## config.mk

```make
export PLATFORM = sky130hd
export DESIGN_NAME = canary_sweep_ctrl
export DESIGN_NICKNAME = d
export VERILOG_FILES = /design/src/rtl/canary_sweep_ctrl.sv
export SDC_FILE = /design/constraint.sdc
export NUM_CORES = 1
export LEC_CHECK = 0
export BUFFER_PORTS_ARGS = -buffer_cell sky130_fd_sc_hd__buf_4
export CORE_MARGIN = 1
export CORE_UTILIZATION = 44
export DETAILED_ROUTE_END_ITERATION = 12
export MAX_ROUTING_LAYER = met4
export PLACE_DENSITY = 0.86
export SYNTH_ARGS = -nofsm -noshare
export SYNTH_HDL_FRONTEND = slang
export SYNTH_SLANG_ARGS = --single-unit
```

## constraint.sdc

```tcl
create_clock -name clk -period 4 [get_ports clk]
set_input_delay 0.4 -clock clk [delete_from_list [all_inputs] [get_ports clk]]
set_output_delay 0.4 -clock clk [all_outputs]
set_load 0.02 [all_outputs]
```

## src/rtl/canary_sweep_ctrl.sv

```systemverilog
module canary_sweep_ctrl #(
  parameter int WORDS = 32,
  parameter int WIDTH = 16,
  parameter int SEL_W = 3,
  localparam int AW = $clog2(WORDS)
) (
  input  logic             clk,
  input  logic             rst_n,
  input  logic             start,
  input  logic [WIDTH-1:0] mem_rdata,
  output logic [AW-1:0]    mem_addr,
  output logic [WIDTH-1:0] mem_wdata,
  output logic             mem_we,
  output logic             mem_re,
  output logic             assist_en,
  output logic [SEL_W-1:0] assist_sel,
  output logic             polarity,
  output logic             chk_valid,
  output logic [WIDTH-1:0] chk_rdata,
  output logic [WIDTH-1:0] chk_expect,
  output logic [SEL_W-1:0] chk_sel,
  output logic             chk_pol,
  output logic             busy,
  output logic             done
);
  localparam logic [AW-1:0]    LAST_ADDR = AW'(WORDS - 1);
  localparam logic [SEL_W-1:0] LAST_SEL  = {SEL_W{1'b1}};

  typedef enum logic [2:0] {S_IDLE, S_INIT, S_WRITE, S_READ, S_DONE} state_t;

  state_t           st;
  logic [AW-1:0]    addr;
  logic [SEL_W-1:0] sel;
  logic             pol;
  logic             rd_q;
  logic [SEL_W-1:0] rd_sel;
  logic             rd_pol;

  wire last = (addr == LAST_ADDR);

  always_ff @(posedge clk or negedge rst_n) begin
    if (!rst_n) begin
      st     <= S_IDLE;
      addr   <= '0;
      sel    <= '0;
      pol    <= 1'b0;
      rd_q   <= 1'b0;
      rd_sel <= '0;
      rd_pol <= 1'b0;
    end else begin
      rd_q   <= (st == S_READ);
      rd_sel <= sel;
      rd_pol <= pol;
      case (st)
        S_IDLE, S_DONE: if (start) begin
          st   <= S_INIT;
          addr <= '0;
          sel  <= '0;
          pol  <= 1'b0;
        end
        S_INIT: begin
          addr <= last ? '0 : addr + 1'b1;
          if (last) st <= S_WRITE;
        end
        S_WRITE: begin
          addr <= last ? '0 : addr + 1'b1;
          if (last) st <= S_READ;
        end
        S_READ: begin
          addr <= last ? '0 : addr + 1'b1;
          if (last) begin
            if (sel != LAST_SEL) begin
              sel <= sel + 1'b1;
              st  <= S_INIT;
            end else if (!pol) begin
              pol <= 1'b1;
              sel <= '0;
              st  <= S_INIT;
            end else begin
              st <= S_DONE;
            end
          end
        end
        default: st <= S_IDLE;
      endcase
    end
  end

  assign mem_addr   = addr;
  assign mem_we     = (st == S_INIT) || (st == S_WRITE);
  assign mem_re     = (st == S_READ);
  assign assist_en  = (st == S_WRITE);
  assign mem_wdata  = {WIDTH{pol ^ (st == S_INIT)}};
  assign assist_sel = sel;
  assign polarity   = pol;
  assign chk_valid  = rd_q;
  assign chk_rdata  = mem_rdata;
  assign chk_expect = {WIDTH{rd_pol}};
  assign chk_sel    = rd_sel;
  assign chk_pol    = rd_pol;
  assign busy       = (st == S_INIT) || (st == S_WRITE) || (st == S_READ);
  assign done       = (st == S_DONE);
endmodule


```

**Word-level counts from Yosys, hierarchy flattened**

Cells that the tools add are included.

- Register bits: 17
- Bits in latches: 0
- RAM bits: 0
- ROM bits: 0
- Input bits: 19
- Memories kept: 0

- $add $sub $neg: 2
- $mul: 0
- Div/mod/pow operators: 0
- Order comparisons: 0
- Eq/ne operators: 12
- Shifts and indexed selects: 0
- Multiplexer cells: 19
- Bitwise logic cells: 1
- Reduce and logical (&&, ||, !) cells: 11

Operators with widths:

| kind | number |
|---|---|
| $mux 3 | 10 |
| $pmux 3 s4 | 1 |
| $reduce_and 4->1 | 3 |
| $mux 5 | 2 |
| $pmux 5 s2 | 1 |
| $eq 3x2->1 const B | 2 |
| $ne 2x2->1 const B | 3 |
| $pmux 3 s2 | 1 |
| $add 5x1->5 const B | 1 |
| $eq 5x5->1 const B | 1 |
| $ne 2x1->1 const B | 2 |
| $reduce_bool 2->1 | 2 |
| $add 3x1->3 const B | 1 |
| $eq 3x1->1 const B | 1 |
| $eq 3x3->1 const B | 1 |
| $logic_not 3->1 | 1 |
| $mux 1 | 3 |
| $ne 3x2->1 const B | 1 |
| $ne 3x3->1 const B | 1 |
| $reduce_or 3->1 | 1 |
| $logic_or 1x1->1 | 2 |
| $pmux 1 s2 | 1 |
| $reduce_and 2->1 | 1 |
| $reduce_or 2->1 | 1 |
| $xor 1x1->1 | 1 |

**Logic depth before layout (Yosys ltp)**

Gate-level depths: netlist of the first run.

- Word-level depth: 4
- Gate-level depth with buffers: 7

**Least setup slack after synthesis of the first run**

Ideal clock, no wire load.

- Kind: register to output
- Start: register st[2]
- End: output port mem_wdata[10]
- Arrival: 2.004 ns
- Required time: 3.600 ns
- Slack: 1.596 ns
- Stages on the path, launching flop included: 6
- Cells stage by stage: dfrtp_1 > buf_2 > or2b_1 > nor2_1 > xor2_1 > buf_4

- Word-level cells in the longest chain between the ends: 2

Ends and longest elaborated chain:

| item | line | text |
|---|---|---|
| start: declaration | 31 | `state_t st;` |
| start signal: assignment | 43 | `st <= S_IDLE;` |
| start signal: assignment | 56 | `st <= S_INIT;` |
| start signal: assignment | 63 | `if (last) st <= S_WRITE;` |
| $eq 3x1->1 | 93 | `assign mem_wdata = {WIDTH{pol ^ (st == S_INIT)}};` |
| $xor 1x1->1 | 93 |  |
| end: declaration | 12 | `output logic [WIDTH-1:0] mem_wdata,` |

Every way passes these cells.

**Final worst setup path of the first run**

- Start: register st[0]
- End: output port mem_wdata[7]

Same word-level chain as after synthesis.

==> summary.txt, run 1 <==
Synthesis
  • Synth top area share: 0.354
  • Async SR Flop Fraction: 1.00
  • Largest cells by area after synthesis: dfrtp_1 (35%), buf_4 (29%), ha_1 (4.2%)
  • Synth cell count leaders: buf_4 (47), dfrtp_1 (17), nand2_1 (6)
  • Post-synthesis sequential area ratio: 0.354
  • Yosys top cell by area: dfrtp_1
  • YS warnings: 0
  • Gate Count Post-Synth: 124
  • Syn avg cell area: 9.70 µm²
  • Post-synthesis register bit count: 17
  • EDFF count, synth: 0
  • Mapped Nets: 147
  • Most common cell in the synthesized netlist: buf_4
  • Post-Syn Area: 0.00120 mm²
  • Synth Flop Type: dfrtp_1
  • Yosys cell types: 36

Floorplanning
  • Row count: 18
  • Die height: 54.3 µm
  • CORE AREA: 0.00252 mm²
  • Overall die width: 54.3 µm
  • Effective utilization at floorplan: 0.477
  • Top Ports: 86
  • Die area: 0.00295 mm²

Placed design
  • DP Worst Slack: 1.65 ns
  • Total placed instance area: 0.00125 mm²
  • Final RePlAce weighted congestion: 0.773
  • Hpwl dp: 1650 µm
  • # port buffers: 53

Power
  • Clock power share: 0.085
  • Internal Pwr Total: 582 µW
  • Max VDD drop: 0.544 mV
  • PnR Total Power: 1130 µW
  • Logic pwr share: 0.670
  • Leakage: 0.000668 µW
  • Switch share: 0.485
  • Pwr Density: 877 mW/mm²
  • Sw power: 548 µW
  • Reg power frac: 0.246

Setup path
  • R2r worst-path depth: 6
  • Flop2flop setup slack: 2.07 ns
  • Delay of the slowest critical-path stage: 0.73 ns
  • Crit path capture: mem_wdata[7]
  • Worst r2r src: mem_addr[0]$_DFFE_PN0P_
  • Crit-path max FO: 16
  • Cell Chain, Critical Path: or2b_1 > nor2_1 > xor2_1 > buf_4
  • CP bufs+invs: 1
  • Worst EP arrival: 2.24 ns
  • Startpoint Class: register
  • CP required: 3.60 ns
  • Worst path slowest cell: xor2_1
  • CP Launch Point: st[0]$_DFFE_PN0P_
  • Reg2Reg Capture Point: assist_sel[1]$_DFFE_PN0P_
  • CP Class: reg2out
  • Setup crit end kind: primary output
  • Levels on crit path: 4
  • Critical path's top delay family: XOR/XNOR gates

STA
  • Period utilization: 0.660
  • Final Max Tran Viols: 0
  • Final setup TNS: 0 ns
  • Unrepaired setup endpoints after global routing: no
  • PnR worst setup slack: 1.36 ns
  • Final setup viols: 0
  • Final hold slack: 0.308 ns
  • Post-route clock skew: 0.00151 ns
  • Slew HR: 0.391
  • Final hold vios: 0
  • Worst-margin pin slew: 0.910 ns
  • F_max: 379 MHz
  • Crit path time final: 2.64 ns

Clock tree
  • Clk_lat worst skew: 0.30 ns
  • TritonCTS Sinks: 17
  • CTS clock-pin slew for the worst setup and hold paths: 0.10 ns
  • Setup Buffers After CTS: 0
  • CTS tree: done
  • H-tree depth: 1
  • Root Driver: clkbuf_4
  • CTS Buf Count: 3
  • Max clock buf depth: 2

Route
  • Via-per-instance ratio: 4.97
  • TritonRoute pass-1 iters: 3
  • Vias post-DR: 800
  • Wire per inst: 13.4 µm
  • # DRC: 0
  • Drt initial violations: 2
  • Drt total wl: 2160 µm
  • Routed Antenna Nets: 0

Finish
  • Fill cell count: 238
  • Fin nets: 155
  • Layout area overhead: 7.18%
  • Fin area: 0.00129 mm²
  • Layout cells sized above 1: 0.481
  • # diodes: 0

Global routing
  • GRT Total Usage: 0.171
  • Initial antenna violation count: 0
  • First-pass GRT wire length: 3460 µm
  • Via count of the first global-routing pass: 728
  • Largest net degree at the start of global routing: 18
  • Gr ovfl total: 0

Outcome
  • Status: finished clean

Job
  • MaxCap Viol Count: 0

Hold path
  • Hold_sp: start
  • Hold Crit Class: in2reg
cells in the final DEF, fill, tap and decap left out, types with 2 or more instances in the layout:
cell type  Yosys  final
dfrtp_1       17     17
a21oi_1        2      2
clkbuf_4       0      3
o21ai_0        4      4
buf_4         47     53
mux2i_1        2      2
inv_1          3      3
nand2_1        6      6
a22o_1         2      2
nor2_1         4      4
nand3_1        4      4
xor2_1         2      2
nor4b_1        2      2
ha_1           4      4
timing repair:
| action | 4_1_cts | 5_1_grt |
|---|---|---|
| resized for setup | 0 | 0 |
| hold buffers | 1 | 0 |
| endpoints found under the hold margin | 17 | 0 |
worst register-to-register path: cells and delay by family (launching register included):
family	cells	cell delay [ns]
adder cells (fa/ha/maj)	2	0.54
AO/OA/AOI/OAI	1	0.26
flip-flops	1	0.41
AND/OR/NAND/NOR	2	0.45
multiplexers	1	0.20
flip-flops by register name (all words and copies together), names as in the netlist:
name        cells
st              3
mem_addr        5
chk_pol         1
chk_sel         3
polarity        1
assist_sel      3
chk_valid       1
final cells by class:
type,instances,area (µm²),share of cell area
multi-input combinational,53,380,0.295
timing repair buffer,54,408,0.317
tap,30,37.5,0.0291
sequential,17,425,0.330
inverter,3,11.3,0.00874
clock buffer,4,26.3,0.0204
through the flow:
step,util,instances
after CTS,0.511,161
after global placement,0.497,156
after floorplan,-,124
final,0.511,161
after detailed placement,0.497,156
after global routing,0.511,161
metal layers:
| metal | routed length, µm | GRT usage | vias up |
|---|---|---|---|
| li1 | - | - | 380 |
| met1 | 855 | 0.201 | 372 |
| met2 | 1100 | 0.274 | 37 |
| met3 | 138 | 0.0250 | 11 |
| met4 | 68 | 0.107 | 0 |
| met5 | 0 | - | - |
worst min-delay path by stage:
stage,to,slack (ns),cells past startpoint
after global routing,st[2]$_DFFE_PN0P_,0.33,2
after floorplan,assist_sel[0]$_DFFE_PN0P_,0.10,0
final,st[2]$_DFFE_PN0P_,0.31,2
after global placement,mem_addr[3]$_DFFE_PN0P_,0.27,1
after CTS,st[2]$_DFFE_PN0P_,0.30,2
after detailed placement,mem_addr[3]$_DFFE_PN0P_,0.28,1
cell families after synthesis:
group	count (synthesis)	synth area share
AOI/OAI and AO/OA	15	0.0885
xor gates and xnor gates	3	0.0219
adders and majority gates	4	0.0416
buffers and inverters	54	0.330
DFF	17	0.354
muxes	3	0.0260
and+or+nand+nor	28	0.138
power by group through the flow:
stage	Combinational, µW	Sequential, µW	Clock (µW)
after floorplan	642	298	0
after global placement	752	274	0
after detailed placement	764	282	0
after CTS	766	278	97.6
after global routing	832	289	101
final	756	277	96.0
Power figures use the tool's default switching activity.
==> run 2: changes to the inputs <==
Settings changed: CORE_UTILIZATION 44 to 41, PLACE_DENSITY 0.86 to 0.8.
Clock period 4 ns to 2.8 ns, I/O delays scaled along.
==> run 2 against run 1 <==
Register-to-register slack worse by 1.2 ns. Die area up 7.0%. First-iteration DRC count rose to 9.0 times the previous value.
==> summary.txt, run 2 (synthesis gave the netlist of run 1 again) <==
Setup path
  • Worst EP arrival: 1.78 ns (-0.46 ns)
  • Crit-path max FO: 16 (unchanged)
  • Setup crit end kind: primary output
  • Startpoint Class: register
  • CP required: 2.52 ns (-1.08 ns)
  • CP Class: reg2out

Power
  • Leakage: 0.000672 µW (+0.52%)
  • Sw power: 800 µW (+46%)
  • Max VDD drop: 1.28 mV (+130%)
  • Reg power frac: 0.241 (-0.005)
  • Internal Pwr Total: 844 µW (+45%)
  • Switch share: 0.487 (+0.00125)
  • Clock power share: 0.084 (about the same)
  • Pwr Density: 1260 mW/mm² (+44%)
  • Logic pwr share: 0.675 (+0.005)

Placed design
  • # port buffers: 53 (unchanged)
  • Hpwl dp: 1680 µm (+2.4%)
  • Final RePlAce weighted congestion: 0.840 (+8.7%)

Finish
  • Fin nets: 156 (+0.65%)
  • # diodes: 0 (unchanged)
  • Leading cell type in the layout, fill and taps excluded: buf_4
  • Fill cell count: 254 (+6.7%)
  • Most frequent cells in the layout: buf_4 (54), dfrtp_1 (17), nand2_1 (6)
  • Layout area overhead: 8.22%
  • Max reg flops: 5 (unchanged)
  • Layout cells sized above 1: 0.492 (+0.0115)

Global routing
  • Gr ovfl total: 0 (unchanged)
  • Largest net degree at the start of global routing: 18 (unchanged)
  • First-pass GRT wire length: 3590 µm (+3.6%)
  • Via count of the first global-routing pass: 798 (+9.6%)
  • Initial antenna violation count: 0 (unchanged)
  • GRT Total Usage: 0.149 (-0.0226)

Floorplanning
  • Overall die width: 56.2 µm (+3.5%)
  • Die height: 56.2 µm (+3.5%)
  • Die area: 0.00315 mm² (+7.0%)
  • CORE AREA: 0.00276 mm² (+9.3%)
  • Row count: 19 (+1)
  • Effective utilization at floorplan: 0.436 (-0.0407)
  • Top Ports: 86 (unchanged)

Route
  • Wire per inst: 13.5 µm (+0.74%)
  • TritonRoute pass-1 iters: 4 (+1)
  • # DRC: 0 (unchanged)
  • Via-per-instance ratio: 5.15 (+3.7%)
  • Drt total wl: 2210 µm (+2.0%)
  • Drt initial violations: 18 (+16)
  • Routed Antenna Nets: 0 (unchanged)
  • Vias post-DR: 840 (+5.0%)

STA
  • Slew HR: 0.709 (+0.318)
  • Crit path time final: 2.06 ns
  • Final Max Tran Viols: 0 (unchanged)
  • Final setup viols: 0 (unchanged)
  • F_max: 485 MHz
  • Period utilization: 0.736
  • Unrepaired setup endpoints after global routing: no
  • Final setup TNS: 0 ns (unchanged)
  • Final hold slack: 0.198 ns (-0.111 ns)
  • Final hold vios: 0 (unchanged)
  • Post-route clock skew: 0.0101 ns (+0.00856 ns)
  • Worst-margin pin slew: 0.436 ns (-0.474 ns)

Outcome
  • Status: finished clean

Hold path
  • Hold Crit Class: in2reg

Clock tree
  • Clk_lat worst skew: 0.30 ns (about the same)
  • H-tree depth: 1 (unchanged)
  • Setup Buffers After CTS: 0 (unchanged)
  • CTS tree: done
  • Root Driver: clkbuf_4
  • CTS clock-pin slew for the worst setup and hold paths: 0.11 ns (about the same)
  • TritonCTS Sinks: 17 (unchanged)
  • Max clock buf depth: 2 (unchanged)
  • CTS Buf Count: 3 (unchanged)

Job
  • MaxCap Viol Count: 0 (unchanged)
==> run 2: cell types whose count changed in the layout (fill, tap and decap cells not counted) <==
cell / change
clkinvlp_4: +1
buf_4: +1
clkbuf_1: -1
==> run 2: power groups by stage <==
stage / sequential (µW) / combinational (µW) / clock [µW]
floorplan: 426 / 916 / 0
finish: 397 / 1110 / 138
CTS: 395 / 1120 / 141
global placement: 396 / 1100 / 0
detailed placement: 400 / 1120 / 0
global route: 410 / 1180 / 152
==> run 2: cell type report <==
cell class              count  area (µm²)  area share
repair buffers             55         415       0.319
clock inverters             1        7.51     0.00577
flip-flops and latches     17         425       0.327
clock buffers               3        22.5      0.0173
multi-input cells          53         380       0.292
inverters                   3        11.3     0.00865
well taps                  31        38.8      0.0298
==> run 2: stage by stage <==
| stage | cell area (µm²) | cells | setup WS (ns) | total power, µW | utilization |
|---|---|---|---|---|---|
| after floorplan | 1200 | 124 | 0.516 | 1340 | - |
| after global placement | 1260 | 158 | 1.08 | 1500 | 0.457 |
| after detailed placement | 1260 | 158 | 0.872 | 1520 | 0.457 |
| after CTS | 1300 | 163 | 0.717 | 1660 | 0.472 |
| after global routing | 1300 | 163 | 0.603 | 1740 | 0.472 |
| final | 1300 | 163 | 0.740 | 1640 | 0.472 |
==> run 2: worst paths after layout <==
check | start | end | slack [ns] | cells past startpoint
setup / recovery | st[0]$_DFFE_PN0P_ | mem_wdata[10] | 0.74 | 5
hold / removal | start | st[2]$_DFFE_PN0P_ | 0.20 | 2
hold reg to reg | assist_sel[1]$_DFFE_PN0P_ | chk_sel[1]$_DFF_PN0_ | 0.45 | 0
min in group asynchronous | rst_n | mem_addr[4]$_DFFE_PN0P_ | 0.35 | 2
setup reg to reg | mem_addr[1]$_DFFE_PN0P_ | assist_sel[2]$_DFFE_PN0P_ | 0.87 | 6
max in group asynchronous | rst_n | st[0]$_DFFE_PN0P_ | 2.25 | 2
==> run 2: metal layers <==
| metal | part of all wire | wire length [µm] | global-route usage |
|---|---|---|---|
| met1 | 0.37 | 822 | 0.162 |
| met2 | 0.51 | 1120 | 0.241 |
| met3 | 0.096 | 211 | 0.0395 |
| met4 | 0.024 | 53 | 0.0906 |
| met5 | 0 | 0 | - |
==> run 2: worst max-delay path: stages, from the launching register on <==
cell and delay, ns:
dfrtp_1 0.54, or2b_1 0.29, nor2_1 0.11, xor2_1 0.16
buf_4 0.21, buf_4 0.17
==> run 2: repair_timing <==
action                    CTS  global route
hold endpoints to repair   17             0
resized for setup           0             0
hold buffers                1             0
==> run 3: changes to the inputs <==
Settings changed: ABC_AREA set to 1, CORE_UTILIZATION 41 to 37, PLACE_DENSITY 0.8 to 0.75.
Clock period 2.8 ns to 1.8 ns, I/O delays scaled along.
==> run 3 against run 2 <==
Power grew 21%. Die area rose by 17%. Sequential share of layout area decreased by 2.8 points. Sequential power rose by 28%. Final cell count grew 28%. Flip-flop and latch count unchanged. Largest power group unchanged.
==> summary.txt, run 3 <==
Route
  • # DRC: 0 (unchanged)
  • Routed Antenna Nets: 0 (unchanged)
  • Wire per inst: 10.6 µm (-22%)
  • Via-per-instance ratio: 4.31 (-16%)
  • Drt initial violations: 18 (unchanged)
  • TritonRoute pass-1 iters: 4 (unchanged)
  • Vias post-DR: 901 (+7.3%)
  • Drt total wl: 2210 µm (about the same)

Global routing
  • Initial antenna violation count: 0 (unchanged)
  • First-pass GRT wire length: 3500 µm (-2.5%)
  • Gr ovfl total: 0 (unchanged)
  • GRT Total Usage: 0.131 (-0.0180)
  • Largest net degree at the start of global routing: 18 (unchanged)
  • Via count of the first global-routing pass: 782 (-2.0%)

STA
  • F_max: 588 MHz
  • Final Max Tran Viols: 0 (unchanged)
  • Unrepaired setup endpoints after global routing: no
  • Slew HR: 0.703 (-0.00577)
  • Crit path time final: 1.70 ns
  • Post-route clock skew: 0.00665 ns (-0.00343 ns)
  • Worst-margin pin slew: 0.445 ns (+0.00866 ns)
  • Final hold vios: 0 (unchanged)
  • Final setup viols: 0 (unchanged)
  • Period utilization: 0.945
  • Final setup TNS: 0 ns (unchanged)

Finish
  • Fin nets: 189 (+21%)
  • Fin area: 0.00143 mm² (+10%)
  • Finished Layout Cells: 209 (+28%)
  • Layout cells sized above 1: 0.497 (+0.00455)
  • Most frequent cells in the layout: buf_4 (54), nand2_1 (30), dfrtp_1 (15)
  • # diodes: 0 (unchanged)
  • Max reg flops: 5 (unchanged)
  • Leading cell type in the layout, fill and taps excluded: buf_4
  • Fill cell count: 330 (+30%)
  • Layout area overhead: 12.6%

Synthesis
  • Synth cell count leaders: buf_4 (47), nand2_1 (30), dfrtp_1 (17)
  • YS warnings: 0 (unchanged)
  • Post-synthesis sequential area ratio: 0.335 (-0.0192)
  • EDFF count, synth: 0 (unchanged)
  • Yosys top cell by area: dfrtp_1
  • Synth top area share: 0.335 (-0.0192)
  • Most common cell in the synthesized netlist: buf_4
  • Post-synthesis register bit count: 17 (unchanged)
  • Yosys cell types: 21 (-42%)
  • Syn avg cell area: 8.31 µm² (-14%)
  • Mapped Nets: 176 (+20%)
  • Largest cells by area after synthesis: dfrtp_1 (33%), buf_4 (28%), nand2_1 (8.9%)
  • Post-Syn Area: 0.00127 mm² (+5.7%)
  • Synth Flop Type: dfrtp_1
  • Gate Count Post-Synth: 153 (+23%)
  • Async SR Flop Fraction: 1.00 (unchanged)

Placed design
  • Final RePlAce weighted congestion: 0.799 (-4.9%)
  • Hpwl dp: 1710 µm (+1.5%)
  • # port buffers: 53 (unchanged)
  • Inst Count DP: 204 (+29%)
  • Total placed instance area: 0.00139 mm² (+9.9%)

Outcome
  • Status: finished clean

Setup path
  • CP required: 1.62 ns (-0.90 ns)
  • Flop2flop setup slack: 0.21 ns (-0.66 ns)
  • CP Class: reg2out
  • Crit-path max FO: 16 (unchanged)
  • Setup crit end kind: primary output
  • Worst r2r src: mem_addr[0]$_DFFE_PN0P_
  • Startpoint Class: register
  • R2r worst-path depth: 9 (+3)
  • Worst EP arrival: 1.52 ns (-0.26 ns)
  • Reg2Reg Capture Point: assist_sel[0]$_DFFE_PN0P_

Hold path
  • Hold Crit Class: in2reg
  • Hold Path End: mem_addr[4]$_DFFE_PN0P_
  • Hold_sp: start
  • Cell depth of the worst min-delay path: 4 (+2)

Clock tree
  • Clk_lat worst skew: 0.29 ns (about the same)
  • Max clock buf depth: 2 (unchanged)
  • CTS clock-pin slew for the worst setup and hold paths: 0.11 ns (about the same)
  • CTS tree: done
  • Setup Buffers After CTS: 0 (unchanged)
  • Root Driver: clkbuf_4
  • TritonCTS Sinks: 17 (unchanged)
  • H-tree depth: 1 (unchanged)
  • CTS Buf Count: 3 (unchanged)

Power
  • Leakage: 0.000816 µW (+22%)
  • Pwr Density: 1390 mW/mm² (+9.8%)
  • Max VDD drop: 0.811 mV (-36%)

Job
  • MaxCap Viol Count: 0 (unchanged)

Floorplanning
  • Effective utilization at floorplan: 0.403 (-0.0329)
  • CORE AREA: 0.00315 mm² (+14%)
  • Top Ports: 86 (unchanged)
  • Row count: 20 (+1)
  • Die area: 0.00367 mm² (+17%)
  • Die height: 60.6 µm (+7.9%)
  • Overall die width: 60.6 µm (+7.9%)
-- run 3: worst max-delay path by stage --
stage	from	endpoint	slack (ns)
after global routing	st[1]$_DFFE_PN0P_	mem_wdata[2]	0.005
after global placement	mem_addr[0]$_DFFE_PN0P_	assist_sel[1]$_DFFE_PN0P_	0.29
after floorplan	st[2]$_DFFE_PN0P_	mem_wdata[10]	0.08
final	st[1]$_DFFE_PN0P_	mem_wdata[2]	0.1
after CTS	st[1]$_DFFE_PN0P_	mem_wdata[2]	0.06
after detailed placement	mem_addr[0]$_DFFE_PN0P_	st[0]$_DFFE_PN0P_	0.21
-- run 3: metrics by stage --
step / setup slack, ns / util / power, µW / hold slack (ns)
global placement: 0.294 / 0.440 / 1770 / 0.0542
global route: 0.00488 / 0.454 / 2150 / 0.288
finish: 0.0988 / 0.454 / 1990 / 0.274
CTS: 0.0617 / 0.453 / 2010 / 0.268
floorplan: 0.0805 / - / 1580 / -0.116
detailed placement: 0.212 / 0.440 / 1790 / 0.0589
-- run 3: worst max-delay path, cell delays in order, from the launching register on --
cell and delay (ns):
dfrtp_2 0.47, inv_1 0.11, nand3_2 0.13, xnor2_2 0.15, buf_4 0.20, buf_4 0.17
-- run 3: power breakdown --
group	switching, µW	leakage, µW	internal, µW
Combinational	769	0.000571	501
Clock	126	0.0000177	82.6
Sequential	67.8	0.000227	439
Total	963	0.000816	1020
-- run 3: timing repair --
| action | CTS | global route |
|---|---|---|
| gates resized for setup | 1 | 2 |
| pin swaps | 0 | 0 |
| endpoints found under the hold margin | 17 | 0 |
| hold buffers | 1 | 0 |
| setup endpoints to repair | 16 | 16 |
-- run 3: final cells by class --
cell class                      count  area, µm²  area share
Tap cell                           44       55.1      0.0385
Inverter                           14       52.6      0.0367
Clock buffer                        3       22.5      0.0157
Timing Repair Buffer               55        415       0.290
Clock inverter                      1       5.00     0.00350
Sequential cell                    17        428       0.299
Multi-Input combinational cell     75        453       0.316
-- run 3: logic make-up (layout without fill, tap and decap cells) --
| group | Yosys count | after routing | synth area share |
|---|---|---|---|
| buffers and inverters | 61 | 73 | 0.319 |
| flip-flops | 17 | 17 | 0.335 |
| AO/OA/AOI/OAI | 4 | 4 | 0.0177 |
| adder cells (fa/ha/maj) | 4 | 4 | 0.0394 |
| AND/OR/NAND/NOR | 65 | 65 | 0.276 |
| XOR/XNOR | 2 | 2 | 0.0138 |
-- run 3: metal layers --
layer / up-vias / GRT usage / part of all wire
met5: - / - / 0
met4: 0 / 0.0292 / 0.012
met3: 8 / 0.0426 / 0.086
met2: 40 / 0.231 / 0.48
met1: 403 / 0.142 / 0.42
li1: 450 / - / -
